===== config.mk =====
export PLATFORM = sky130hd
export DESIGN_NAME = costas_carrier_rec
export DESIGN_NICKNAME = d
export VERILOG_FILES = /design/src/rtl/costas_pkg.sv /design/src/rtl/costas_trig_lut.sv /design/src/rtl/costas_rotator.sv /design/src/rtl/costas_loop_filter.sv /design/src/rtl/costas_carrier_rec.sv
export SDC_FILE = /design/constraint.sdc
export NUM_CORES = 2
export LEC_CHECK = 0
export BUFFER_PORTS_ARGS = -buffer_cell sky130_fd_sc_hd__buf_2
export CORE_AREA = 2 2 298 300
export CTS_CLUSTER_SIZE = 14
export DETAILED_ROUTE_END_ITERATION = 10
export DIE_AREA = 0 0 300 302
export PLACE_DENSITY = 0.82
export SYNTH_ARGS = -nofsm -noshare
export SYNTH_HDL_FRONTEND = slang
export SYNTH_SLANG_ARGS = --single-unit
export TNS_END_PERCENT = 50

===== constraint.sdc =====
create_clock -name clk -period 22.9 [get_ports clk]
set_input_delay 6.87 -clock clk [delete_from_list [all_inputs] [get_ports clk]]
set_output_delay 6.87 -clock clk [all_outputs]
set_load 0.02 [all_outputs]

===== src/rtl/costas_pkg.sv =====
// Package: shared helpers for the carrier recovery loop.
// Holds the constant function that fills the quarter-wave sine table.
// Assumes the function is evaluated only at elaboration.
package costas_pkg;

    // pi scaled by 2^30
    localparam longint PI_Q30 = 64'sd3373259426;

    // Sine of k*pi/(2*quarter), scaled by 2^amp_bits, from a Taylor series in Q30.
    function automatic int unit_sine(input int k, input int quarter, input int amp_bits);
        longint x;
        longint t;
        longint s;
        if (k >= quarter) return (1 << amp_bits);
        x = (longint'(k) * PI_Q30) / longint'(2 * quarter);
        t = x;
        s = x;
        for (int n = 2; n <= 12; n += 2) begin
            t = -((((t * x) >>> 30) * x) >>> 30) / longint'(n * (n + 1));
            s = s + t;
        end
        return int'((s * (64'sd1 <<< amp_bits) + (64'sd1 <<< 29)) >>> 30);
    endfunction

endpackage


===== src/rtl/costas_trig_lut.sv =====
// Module: cosine and sine lookup for one phase index.
// Stores one quarter wave (QN+1 points) and unfolds it into the four quadrants.
// Assumes LW >= 3; the amplitude is 2^FRAC and must fit in CW signed bits.
module costas_trig_lut
    import costas_pkg::*;
#(
    parameter int LW   = 8,
    parameter int FRAC = 14,
    parameter int CW   = 16
) (
    input  logic [LW-1:0]        idx,
    output logic signed [CW-1:0] cos_o,
    output logic signed [CW-1:0] sin_o
);
    localparam int QN = 1 << (LW - 2);
    localparam int AW = LW - 1;

    logic signed [CW-1:0] qtab [0:QN];
    logic signed [CW-1:0] val  [2];

    for (genvar g = 0; g <= QN; g++) begin : g_tab
        assign qtab[g] = CW'(unit_sine(g, QN, FRAC));
    end

    // way 0 gives the sine of idx, way 1 the sine of idx + quarter (cosine)
    for (genvar w = 0; w < 2; w++) begin : g_way
        logic [LW-1:0]        addr;
        logic [AW-1:0]        ix;
        logic signed [CW-1:0] mag;
        assign addr = idx + LW'(w * QN);
        // mirror the quarter wave and apply the sign of the half wave
        always_comb begin
            ix     = addr[LW-2] ? (AW'(QN) - AW'(addr[LW-3:0])) : AW'(addr[LW-3:0]);
            mag    = qtab[ix];
            val[w] = addr[LW-1] ? -mag : mag;
        end
    end

    assign sin_o = val[0];
    assign cos_o = val[1];

endmodule


===== src/rtl/costas_rotator.sv =====
// Module: complex derotation of one I/Q sample.
// Computes I*C+Q*S and Q*C-I*S, rounds half up at bit FRAC, clamps to DW bits.
// Assumes C and S are scaled by 2^FRAC; purely combinational.
module costas_rotator #(
    parameter int DW   = 16,
    parameter int CW   = 16,
    parameter int FRAC = 14
) (
    input  logic signed [DW-1:0] in_i,
    input  logic signed [DW-1:0] in_q,
    input  logic signed [CW-1:0] cos_c,
    input  logic signed [CW-1:0] sin_c,
    output logic signed [DW-1:0] rot_i,
    output logic signed [DW-1:0] rot_q
);
    localparam int MW = DW + CW;
    localparam int PW = MW + 1;
    localparam logic signed [PW-1:0] HALF = PW'(1) <<< (FRAC - 1);
    localparam logic signed [PW-1:0] VMAX = PW'((1 << (DW - 1)) - 1);
    localparam logic signed [PW-1:0] VMIN = -PW'(1 << (DW - 1));

    logic signed [MW-1:0] p_ic, p_qs, p_qc, p_is;
    logic signed [PW-1:0] acc_i, acc_q, rnd_i, rnd_q;

    // clamp a rounded value into the output range
    function automatic logic signed [DW-1:0] clamp(input logic signed [PW-1:0] v);
        if (v > VMAX) return DW'(VMAX);
        if (v < VMIN) return DW'(VMIN);
        return DW'(v);
    endfunction

    // four partial products at full width
    always_comb begin
        p_ic = in_i * cos_c;
        p_qs = in_q * sin_c;
        p_qc = in_q * cos_c;
        p_is = in_i * sin_c;
    end

    // sum, round and clamp both rails
    always_comb begin
        acc_i = PW'(p_ic) + PW'(p_qs);
        acc_q = PW'(p_qc) - PW'(p_is);
        rnd_i = (acc_i + HALF) >>> FRAC;
        rnd_q = (acc_q + HALF) >>> FRAC;
        rot_i = clamp(rnd_i);
        rot_q = clamp(rnd_q);
    end

endmodule


===== src/rtl/costas_loop_filter.sv =====
// Module: PI loop filter, phase accumulator and lock detector.
// On each update: integ += err>>>ki; phase += (err>>>kp) + integ.
// Gains are shift amounts captured while reset is low. Assumes upd is a one-cycle strobe.
module costas_loop_filter #(
    parameter int EW       = 17,
    parameter int PW       = 16,
    parameter int LW       = 8,
    parameter int IW       = 24,
    parameter int SHW      = 4,
    parameter int LOCK_RUN = 64,
    parameter int LOCK_THR = 64
) (
    input  logic                 clk,
    input  logic                 rst_n,
    input  logic [SHW-1:0]       kp_in,
    input  logic [SHW-1:0]       ki_in,
    input  logic                 upd,
    input  logic signed [EW-1:0] err,
    output logic [LW-1:0]        theta_idx,
    output logic                 locked
);
    localparam int RCW = $clog2(LOCK_RUN + 1);
    localparam logic [EW-1:0]  THR_V  = EW'(LOCK_THR);
    localparam logic [RCW-1:0] RUN_V  = RCW'(LOCK_RUN);
    localparam logic [RCW-1:0] LAST_V = RCW'(LOCK_RUN - 1);

    logic [SHW-1:0]       kp_q, ki_q;
    logic signed [IW-1:0] integ_q, integ_n, step;
    logic [PW-1:0]        theta_q;
    logic [RCW-1:0]       run_q;
    logic signed [EW-1:0] prop, ipart;
    logic [EW-1:0]        prop_mag;
    logic                 calm;

    // gain shifts follow the pins only while reset is held
    always_ff @(posedge clk) begin
        if (!rst_n) begin
            kp_q <= kp_in;
            ki_q <= ki_in;
        end
    end

    // proportional and integral terms and the resulting phase step
    always_comb begin
        prop     = err >>> kp_q;
        ipart    = err >>> ki_q;
        integ_n  = integ_q + IW'(ipart);
        step     = integ_n + IW'(prop);
        prop_mag = prop[EW-1] ? EW'(-prop) : EW'(prop);
        calm     = prop_mag < THR_V;
    end

    // integrator and phase accumulator advance only on an update
    always_ff @(posedge clk) begin
        if (!rst_n) begin
            integ_q <= '0;
            theta_q <= '0;
        end else if (upd) begin
            integ_q <= integ_n;
            theta_q <= theta_q + step[PW-1:0];
        end
    end

    // count consecutive calm updates and raise lock at the end of the run
    always_ff @(posedge clk) begin
        if (!rst_n) begin
            run_q  <= '0;
            locked <= 1'b0;
        end else if (upd) begin
            run_q  <= calm ? ((run_q == RUN_V) ? run_q : run_q + 1'b1) : '0;
            locked <= calm && (run_q >= LAST_V);
        end
    end

    assign theta_idx = theta_q[PW-1 -: LW];

    // nothing in the loop moves without an update
    assert_hold_R8: assert property (@(posedge clk) disable iff (!rst_n)
        !upd |=> ($stable(theta_q) && $stable(integ_q) && $stable(locked)));

    // lock can only appear as the result of an update
    assert_lock_on_update_R9: assert property (@(posedge clk) disable iff (!rst_n)
        $rose(locked) |-> $past(upd));

    // captured gains are frozen once reset is released
    assert_gain_frozen_R10: assert property (@(posedge clk) disable iff (!rst_n)
        $past(rst_n) |-> ($stable(kp_q) && $stable(ki_q)));

endmodule


===== src/rtl/costas_carrier_rec.sv =====
// Module: top of the decision-directed carrier phase recovery loop.
// Rotates each valid sample by the phase estimate, registers the result,
// and feeds sign(rot_i)*rot_q into the loop filter in the same cycle.
// Assumes in_valid is low during reset and samples are already matched-filtered.
module costas_carrier_rec #(
    parameter int DW       = 16,
    parameter int CW       = 16,
    parameter int FRAC     = 14,
    parameter int PHW      = 16,
    parameter int LW       = 8,
    parameter int IW       = 24,
    parameter int SHW      = 4,
    parameter int LOCK_RUN = 64,
    parameter int LOCK_THR = 64
) (
    input  logic                 clk,
    input  logic                 rst_n,
    input  logic [SHW-1:0]       kp_shift,
    input  logic [SHW-1:0]       ki_shift,
    input  logic                 in_valid,
    input  logic signed [DW-1:0] in_i,
    input  logic signed [DW-1:0] in_q,
    output logic                 out_valid,
    output logic signed [DW-1:0] out_i,
    output logic signed [DW-1:0] out_q,
    output logic                 locked
);
    localparam int EW = DW + 1;

    logic [LW-1:0]        theta_idx;
    logic signed [CW-1:0] cos_v, sin_v;
    logic signed [DW-1:0] rot_i, rot_q;
    logic signed [EW-1:0] err;

    costas_trig_lut #(.LW(LW), .FRAC(FRAC), .CW(CW)) u_lut (
        .idx   (theta_idx),
        .cos_o (cos_v),
        .sin_o (sin_v)
    );

    costas_rotator #(.DW(DW), .CW(CW), .FRAC(FRAC)) u_rot (
        .in_i  (in_i),
        .in_q  (in_q),
        .cos_c (cos_v),
        .sin_c (sin_v),
        .rot_i (rot_i),
        .rot_q (rot_q)
    );

    // hard decision on rot_i (zero counts as +1) times rot_q
    always_comb begin
        err = rot_i[DW-1] ? -EW'(rot_q) : EW'(rot_q);
    end

    costas_loop_filter #(
        .EW(EW), .PW(PHW), .LW(LW), .IW(IW), .SHW(SHW),
        .LOCK_RUN(LOCK_RUN), .LOCK_THR(LOCK_THR)
    ) u_filt (
        .clk       (clk),
        .rst_n     (rst_n),
        .kp_in     (kp_shift),
        .ki_in     (ki_shift),
        .upd       (in_valid),
        .err       (err),
        .theta_idx (theta_idx),
        .locked    (locked)
    );

    // register the rotated sample and its strobe
    always_ff @(posedge clk) begin
        if (!rst_n) begin
            out_valid <= 1'b0;
            out_i     <= '0;
            out_q     <= '0;
        end else begin
            out_valid <= in_valid;
            if (in_valid) begin
                out_i <= rot_i;
                out_q <= rot_q;
            end
        end
    end

    // every accepted sample yields a strobe one cycle later
    assert_valid_follows_R2: assert property (@(posedge clk) disable iff (!rst_n)
        in_valid |=> out_valid);

    // a zero table phase passes the sample through unchanged
    assert_identity_R2: assert property (@(posedge clk) disable iff (!rst_n)
        (in_valid && theta_idx == '0) |=> (out_i == $past(in_i) && out_q == $past(in_q)));

    // idle cycles keep the outputs and drop the strobe
    assert_idle_hold_R8: assert property (@(posedge clk) disable iff (!rst_n)
        !in_valid |=> (!out_valid && $stable(out_i) && $stable(out_q)));

endmodule


Word level (Yosys, flattened, before mapping)
Memories as Yosys holds them, arrays and structs flattened.
Cells that the tools add are included.

storage, ports and cells
  flip-flop bits (word level) = 89
  memory bits (read-only) = 4096
  output and inout bits = 34
  logic and storage cells = 72
  memories = 2

cells by class
  $add $sub $neg = 15
  multiply operators = 4
  $lt $le $gt $ge = 8
  eq/ne operators = 2
  shift operators = 2
  mux-type cells = 26
  bitwise operators = 2
  reductions and logical operators = 2

memories
  name             depth  bits a word  read ports  clocked after Yosys merged registers in  write ports  RTL line               text
  (no name shown)  128    16           1           0                                        0            costas_trig_lut.sv:34  mag = qtab[ix];
  (no name shown)  128    16           1           0                                        0            costas_trig_lut.sv:34

operators with widths
  kind                                                                             count
  16-bit 2-to-1 mux                                                                14
  16-bit by 16-bit multiplier with 32-bit output                                   4
  33-bit by 15-bit adder with 33-bit output (second input constant)                2
  19-bit by 16-bit > comparator with 1-bit output (second input constant)          2
  19-bit by 16-bit less-than comparator with 1-bit output (second input constant)  2
  17-bit 2-to-1 mux                                                                2
  17-bit by 4-bit >>> shifter with 17-bit output                                   2
  32-bit by 32-bit adder with 33-bit output                                        1
  32-bit by 32-bit subtractor with 33-bit output                                   1
  16-bit adder                                                                     2
  16-bit negation                                                                  2
  7-bit 2-to-1 mux                                                                 4
  24-bit by 17-bit adder with 24-bit output                                        1
  17-bit by 7-bit less-than comparator with 1-bit output (second input constant)   1
  16-bit negation with 17-bit output                                               1
  17-bit negation                                                                  1
  8-bit >= comparator (second input constant)                                      2
  7-bit NOT with 8-bit output                                                      2
  7-bit by 6-bit subtractor with 7-bit output (first input constant)               2
  8-bit by 7-bit adder with 8-bit output (second input constant)                   1
  7-bit by 1-bit adder with 7-bit output (second input constant)                   1
  7-bit equality test (second input constant)                                      1
  7-bit by 6-bit >= comparator with 1-bit output (second input constant)           1
  1-bit 2-to-1 mux                                                                 6
  3 further kinds                                                                  3

Depth between registers and ports, before layout
  depth in word-level cells = 25
  gate-level depth with buffers = 92
  mapped depth without buffers = 86

Modules after synthesis
Synthesis repeated with hierarchy kept, for this count alone.

unflattened totals
  cell total of the unflattened synthesis = 5888
  area, all modules = 52451.6 µm²

modules (own cells, without submodules)
  module              instances  cells an instance  area each (µm²)
  costas_rotator      1          4295               40187.3
  costas_loop_filter  1          670                5713.0
  costas_trig_lut     1          769                4961.0
  costas_carrier_rec  1          154                1590.3

Worst setup path after synthesis
OpenSTA, ideal clock, no wires.

  path type = input port to flip-flop
  start = input port in_i[15]
  end = register u_filt.theta_q[15]
  library setup time = 0.128 ns
  data arrival time = 20.771 ns
  data required time = 22.772 ns
  slack = 2.001 ns
  stages on the path = 68
  cell sequence = clkbuf_1 nand2_1 inv_1 fa_1 inv_1 fa_1 fa_1 fa_1 fa_1 fa_1 fa_1 inv_1 fa_1 inv_1 ha_1 clkbuf_1 a21oi_1 o21bai_1 (+32 left out) o21bai_1 a21oi_1 o21bai_1 a21oi_1 xnor2_1 fa_1 inv_1 ha_1 inv_1 o21bai_1 a21o_1 a21oi_1 xnor2_1 xnor2_1 xnor2_1 nand2_1 xor2_1 nor2_1

between the ends
  word-level cells in the longest chain between the ends = 14

ends and longest elaborated chain
  element                                                  RTL line                  text
  from (decl)                                              costas_carrier_rec.sv:21  input logic signed [DW-1:0] in_i,
  16-bit by 16-bit multiplier with 32-bit output           costas_rotator.sv:37      p_is = in_i * sin_c;
  32-bit by 32-bit subtractor with 33-bit output           costas_rotator.sv:43      acc_q = PW'(p_qc) - PW'(p_is);
  33-bit by 15-bit adder with 33-bit output                costas_rotator.sv:45      rnd_q = (acc_q + HALF) >>> FRAC;
  19-bit by 16-bit less-than comparator with 1-bit output  costas_rotator.sv:28      if (v < VMIN) return DW'(VMIN);
  1-bit 2-to-1 mux (2 in series)                           costas_rotator.sv:28
  16-bit 2-to-1 mux                                        costas_rotator.sv:29      return DW'(v);
  16-bit 2-to-1 mux                                        costas_rotator.sv:28
  16-bit negation with 17-bit output                       costas_carrier_rec.sv:52  err = rot_i[DW-1] ? -EW'(rot_q) : EW'(rot_q);
  17-bit 2-to-1 mux (*)                                    costas_carrier_rec.sv:52
  17-bit by 4-bit >>> shifter with 17-bit output           costas_loop_filter.sv:46  ipart = err >>> ki_q;
  24-bit by 17-bit adder with 24-bit output                costas_loop_filter.sv:47  integ_n = integ_q + IW'(ipart);
  16-bit adder (*)                                         costas_loop_filter.sv:48  step = integ_n + IW'(prop);
  16-bit adder (*)                                         costas_loop_filter.sv:60  theta_q <= theta_q + step[PW-1:0];
  to (signal assigned)                                     costas_loop_filter.sv:60
  to (decl)                                                costas_loop_filter.sv:29  logic [PW-1:0] theta_q;

Mark *: on every way between the ends. The rest lies on a longest branch, timed or not. The select of a mux whose other input is x is not followed.
A chain may end at the register's enable or synchronous reset.

Worst setup path after layout
  start = input port in_q[11]
  end = register u_filt.theta_q[15]

between the ends
  word-level cells in the longest chain between the ends = 14

ends and longest elaborated chain
  element                                                  RTL line                  text
  from (decl)                                              costas_carrier_rec.sv:22  input logic signed [DW-1:0] in_q,
  16-bit by 16-bit multiplier with 32-bit output           costas_rotator.sv:36      p_qc = in_q * cos_c;
  32-bit by 32-bit subtractor with 33-bit output           costas_rotator.sv:43
  33-bit by 15-bit adder with 33-bit output                costas_rotator.sv:45
  19-bit by 16-bit less-than comparator with 1-bit output  costas_rotator.sv:28
  1-bit 2-to-1 mux (2 in series)                           costas_rotator.sv:28
  16-bit 2-to-1 mux                                        costas_rotator.sv:29
  16-bit 2-to-1 mux                                        costas_rotator.sv:28
  16-bit negation with 17-bit output                       costas_carrier_rec.sv:52
  17-bit 2-to-1 mux (*)                                    costas_carrier_rec.sv:52
  17-bit by 4-bit >>> shifter with 17-bit output (*)       costas_loop_filter.sv:46
  24-bit by 17-bit adder with 24-bit output (*)            costas_loop_filter.sv:47
  via u_filt.integ_n[1]                                    costas_loop_filter.sv:28  logic signed [IW-1:0] integ_q, integ_n, step;
  16-bit adder (*)                                         costas_loop_filter.sv:48
  16-bit adder (*)                                         costas_loop_filter.sv:60

The timed path passes the listed nets; every way through them passes the cells marked *. The select of a mux whose other input is x is not followed.

==> results.py <==
metrics = {
    "route": {
        "avgRoutedWirePerCell_um": 20.7,
        "vias": 42200,
        "drtAntennaViolNets": 0,
        "first_iter_violations": 4111,
        "drc_errors": 0,
        "first_pass_iters": 7,
        "vias_per_cell": 5.94,
        "wl_um": 148000,
    },
    "worst_setup_path": {
        "ff2ff_path_depth": 83,
        "slowest_stage": "buf_2",
        "setup.worst_path.class": "input port to register",
        "r2r-end": "u_filt.theta_q[15]",
        "slowest_delay_ns": 0.59,
        "cp_common_cell": "fa_1",
        "cp.required_ns": 23.17,
        "path_buf_inv": 8,
        "critical_path_arrival_ns": 22.22,
        "cp_top_family": "adder cells",
        "r2r_slack_ns": 1.39,
        "path_max_fanout": 32,
        "crit_path_start_kind": "input port",
        "critPathCaptureType": "register",
        "r2r_start": "u_filt.theta_q[8]",
    },
    "die": {
        "io_pins": 77,
        "die_area_sq_um": 90600,
        "die_y_um": 302,
        "row_count": 109,
        "core-area_sq_um": 87600,
        "start_util_pct": 59.5,
        "die-width_um": 300,
    },
    "placement": {
        "gp_congestion": 0.948,
        "dp_cells": 7093,
        "hpwl_um": 115000,
        "io_buffers": 76,
    },
    "clock_network": {
        "cts.root.buffer_cell": "clkbuf_16",
        "cts.path.max_buffers": 2,
        "clk_pin_slew_ns": 0.09,
        "cts_tree": "built",
        "ctsHoldBuffers": 0,
        "clkSinkCount": 81,
        "clk_latency_ns": 0.40,
        "cts_buffers": 9,
        "cts_max_level": 3,
    },
    "grt": {
        "grt.overflow.total": 0,
        "grt_max_degree": 53,
        "antenna_found_initial": 6,
        "grt_pass1_wl_um": 240000,
        "grt_usage_pct": 33.9,
        "grt_pass1_vias": 44800,
    },
    "layout": {
        "final_nets": 7529,
        "seqCellArea_sq_um": 1700,
        "fillers": 7198,
        "postLayoutCoreUtil_pct": 61.6,
        "multi_input_area_sq_um": 44100,
        "final_layout_size_suffix_gt1_share_pct": 5.60,
        "area.growth.synth_to_final_pct": 3.43,
        "finalNonFillerCells": 7116,
    },
    "yosys": {
        "ys_types": 106,
        "syn_inst": 6091,
        "synth.avg_cell_area_sq_um": 8.56,
        "ys.flop_type": "dfxtp_1",
        "synthTopCellsByArea": "fa_1, inv_1, ha_1, nand2_1, and2_1",
        "ys_warn_count": 0,
        "synth_nets": 7681,
        "syn_area_sq_um": 52100,
        "async_flop_share_pct": 0,
        "synth_area_leader_cell": "fa_1",
        "seq_area_frac_synth_pct": 3.27,
        "synth_top_area_share_pct": 45.8,
        "ys_seq_elements": 81,
        "synth-edff-count": 8,
    },
    "timing": {
        "fin_skew_ns": 0.0267,
        "finalHoldViolCount": 0,
        "slew_viol_final": 0,
        "fin_crit_sh_pct": 95.9,
        "clock.fmax_mhz": 45.6,
        "max_slew_margin_pct": 16.7,
        "max_slew.worst_pin.slew_ns": 1.23,
        "setup_viol_count_final": 0,
        "fin_setup_tns_ns": 0,
        "finalCriticalPeriod_ns": 21.95,
    },
    "run_status": {
        "status": "complete, no violations",
    },
    "min_path": {
        "worstHoldStart": "u_filt.theta_q[0]",
        "hold_depth": 2,
        "hold_class": "register to register",
        "min_to": "u_filt.theta_q[0]",
    },
    "run": {
        "maxCapViolations": 0,
    },
}
[layer usage]
layer | wire, um | global-route usage [%] | up-vias | part of all wire, %
met4 | 9210 | 18.0 | 0 | 6.2
li1 | - | - | 18200 | -
met1 | 54800 | 45.1 | 21100 | 37
met5 | 0 | 0 | - | 0
met3 | 17200 | 7.33 | 497 | 12
met2 | 66300 | 52.4 | 2418 | 45
[state kept, by name (all words and copies together), names as in the netlist]
signal          cells
out_i              16
out_q              16
u_filt.integ_q     16
u_filt.theta_q     16
u_filt.run_q        7
u_filt.ki_q         4
u_filt.kp_q         4
out_valid           1
u_filt.locked       1
[cells in the mapped netlist (all sizes together), types with 9 or more instances]
cell type and n:
and3 48, buf 31, nand3 57, or3 22, o211ai 32, a211o 12
o311ai 10, mux2 12, nor2b 25, inv 1389, xnor2 115, o21ai 163
a2111oi 9, xor2 32, clkbuf 304, or2 51, o21bai 26, and2 360
a31oi 31, a221o 14, o22ai 14, nor2 252, a21o 52, a21oi 201
fa 1192, o21a 27, o31a 9, dfxtp 73, a41oi 9, a311oi 9
nand4 21, nor3 62, nor4 9, nand2 804, a211oi 43, ha 355
mux2i 45, o31ai 18, nand2b 13, o221ai 13
[kinds of logic (layout without fill, tap and decap cells)]
group                      after synthesis  in the layout  synth area share, %
and+or+nand+nor                       1759           1759                 16.0
buffers and inverters                 1728           1581                 12.6
adders and majority gates             1547           1547                 54.3
AOI/OAI and AO/OA                      765            765                 9.88
xor gates and xnor gates               147            147                 2.59
DFF                                     81             81                 3.27
muxes                                   64             64                 1.43
other                                    0              7                    0
[what timing repair did]
action | in CTS | in global routing
resized for setup | 0 | 3
setup buffers | 0 | 0
endpoints found under the setup margin | 0 | 1
[cells in the final DEF (no fill, tap or decap), types with 12 or more instances in the layout]
cell type | synthesis | final
mux2i_1 | 45 | 45
o21a_1 | 26 | 26
o21bai_1 | 26 | 26
o21ai_0 | 150 | 148
o31ai_1 | 15 | 14
xnor2_2 | 5 | 21
mux2_2 | 12 | 12
ha_1 | 355 | 355
a31oi_1 | 27 | 27
xor2_1 | 31 | 22
o22ai_1 | 14 | 14
or3_1 | 22 | 22
and3_1 | 47 | 47
nor2b_1 | 25 | 25
inv_1 | 1385 | 1384
nand3_1 | 57 | 57
dfxtp_1 | 73 | 73
nor3_1 | 61 | 61
nand4_1 | 21 | 21
nand2b_1 | 12 | 12
a21o_1 | 52 | 52
a221o_1 | 14 | 14
buf_2 | 12 | 76
o21ai_1 | 12 | 12
o211ai_1 | 32 | 32
nand2_1 | 804 | 804
and2_1 | 358 | 358
o221ai_1 | 13 | 13
a21oi_1 | 199 | 198
buf_4 | 5 | 96
a211oi_1 | 42 | 42
fa_1 | 1192 | 1192
or2_2 | 51 | 51
nor2_1 | 248 | 246
xnor2_1 | 109 | 93
a211o_1 | 12 | 12
[area by class of cell]
class / count / area share, %
Timing Repair Buffer: 172 / 2.04
Tap cell: 1165 / 2.70
Sequential cell: 81 / 3.16
Inverter: 1393 / 9.71
Clock buffer: 10 / 0.425
Antenna cell: 7 / 0.0325
Multi-Input combinational cell: 4282 / 81.8
Clock inverter: 6 / 0.0928
[worst register-to-register path: cells and delay by family (launching register included)]
kind / cells / cell delay, ns
fa+ha+maj: 18 / 7.60
compound gates: 26 / 5.36
simple gates: 18 / 3.30
buf+inv: 14 / 2.45
xor+xnor: 6 / 2.08
flops: 1 / 0.31
mux: 1 / 0.27
[metrics by stage]
stage | worst slack, ns | instance area (sq um) | hold WS (ns)
finish | 0.950 | 53900 | 0.481
global route | -0.00307 | 53900 | 0.500
CTS | 1.03 | 53900 | 0.483
detailed placement | 0.648 | 53600 | 0.451
global placement | 1.06 | 53600 | 0.456
floorplan | 2.00 | 52100 | 0.456
[how the worst max path moves through the flow]
stage              from                  to  slack (ns)  cells after the start
2_1_floorplan  in_i[15]  u_filt.theta_q[15]        2.00                     68
3_3_place_gp   in_i[15]  u_filt.theta_q[15]        1.06                     63
3_5_place_dp   in_i[15]  u_filt.theta_q[15]        0.65                     62
4_1_cts        in_i[15]  u_filt.theta_q[15]        1.03                     62
5_1_grt        in_i[15]  u_filt.theta_q[15]      -0.003                     66
6_report       in_q[11]  u_filt.theta_q[15]        0.95                     64
Power is left out: the tool's default activity adds up to more than one toggle a clock period on the data nets, which glitch-free logic cannot reach.
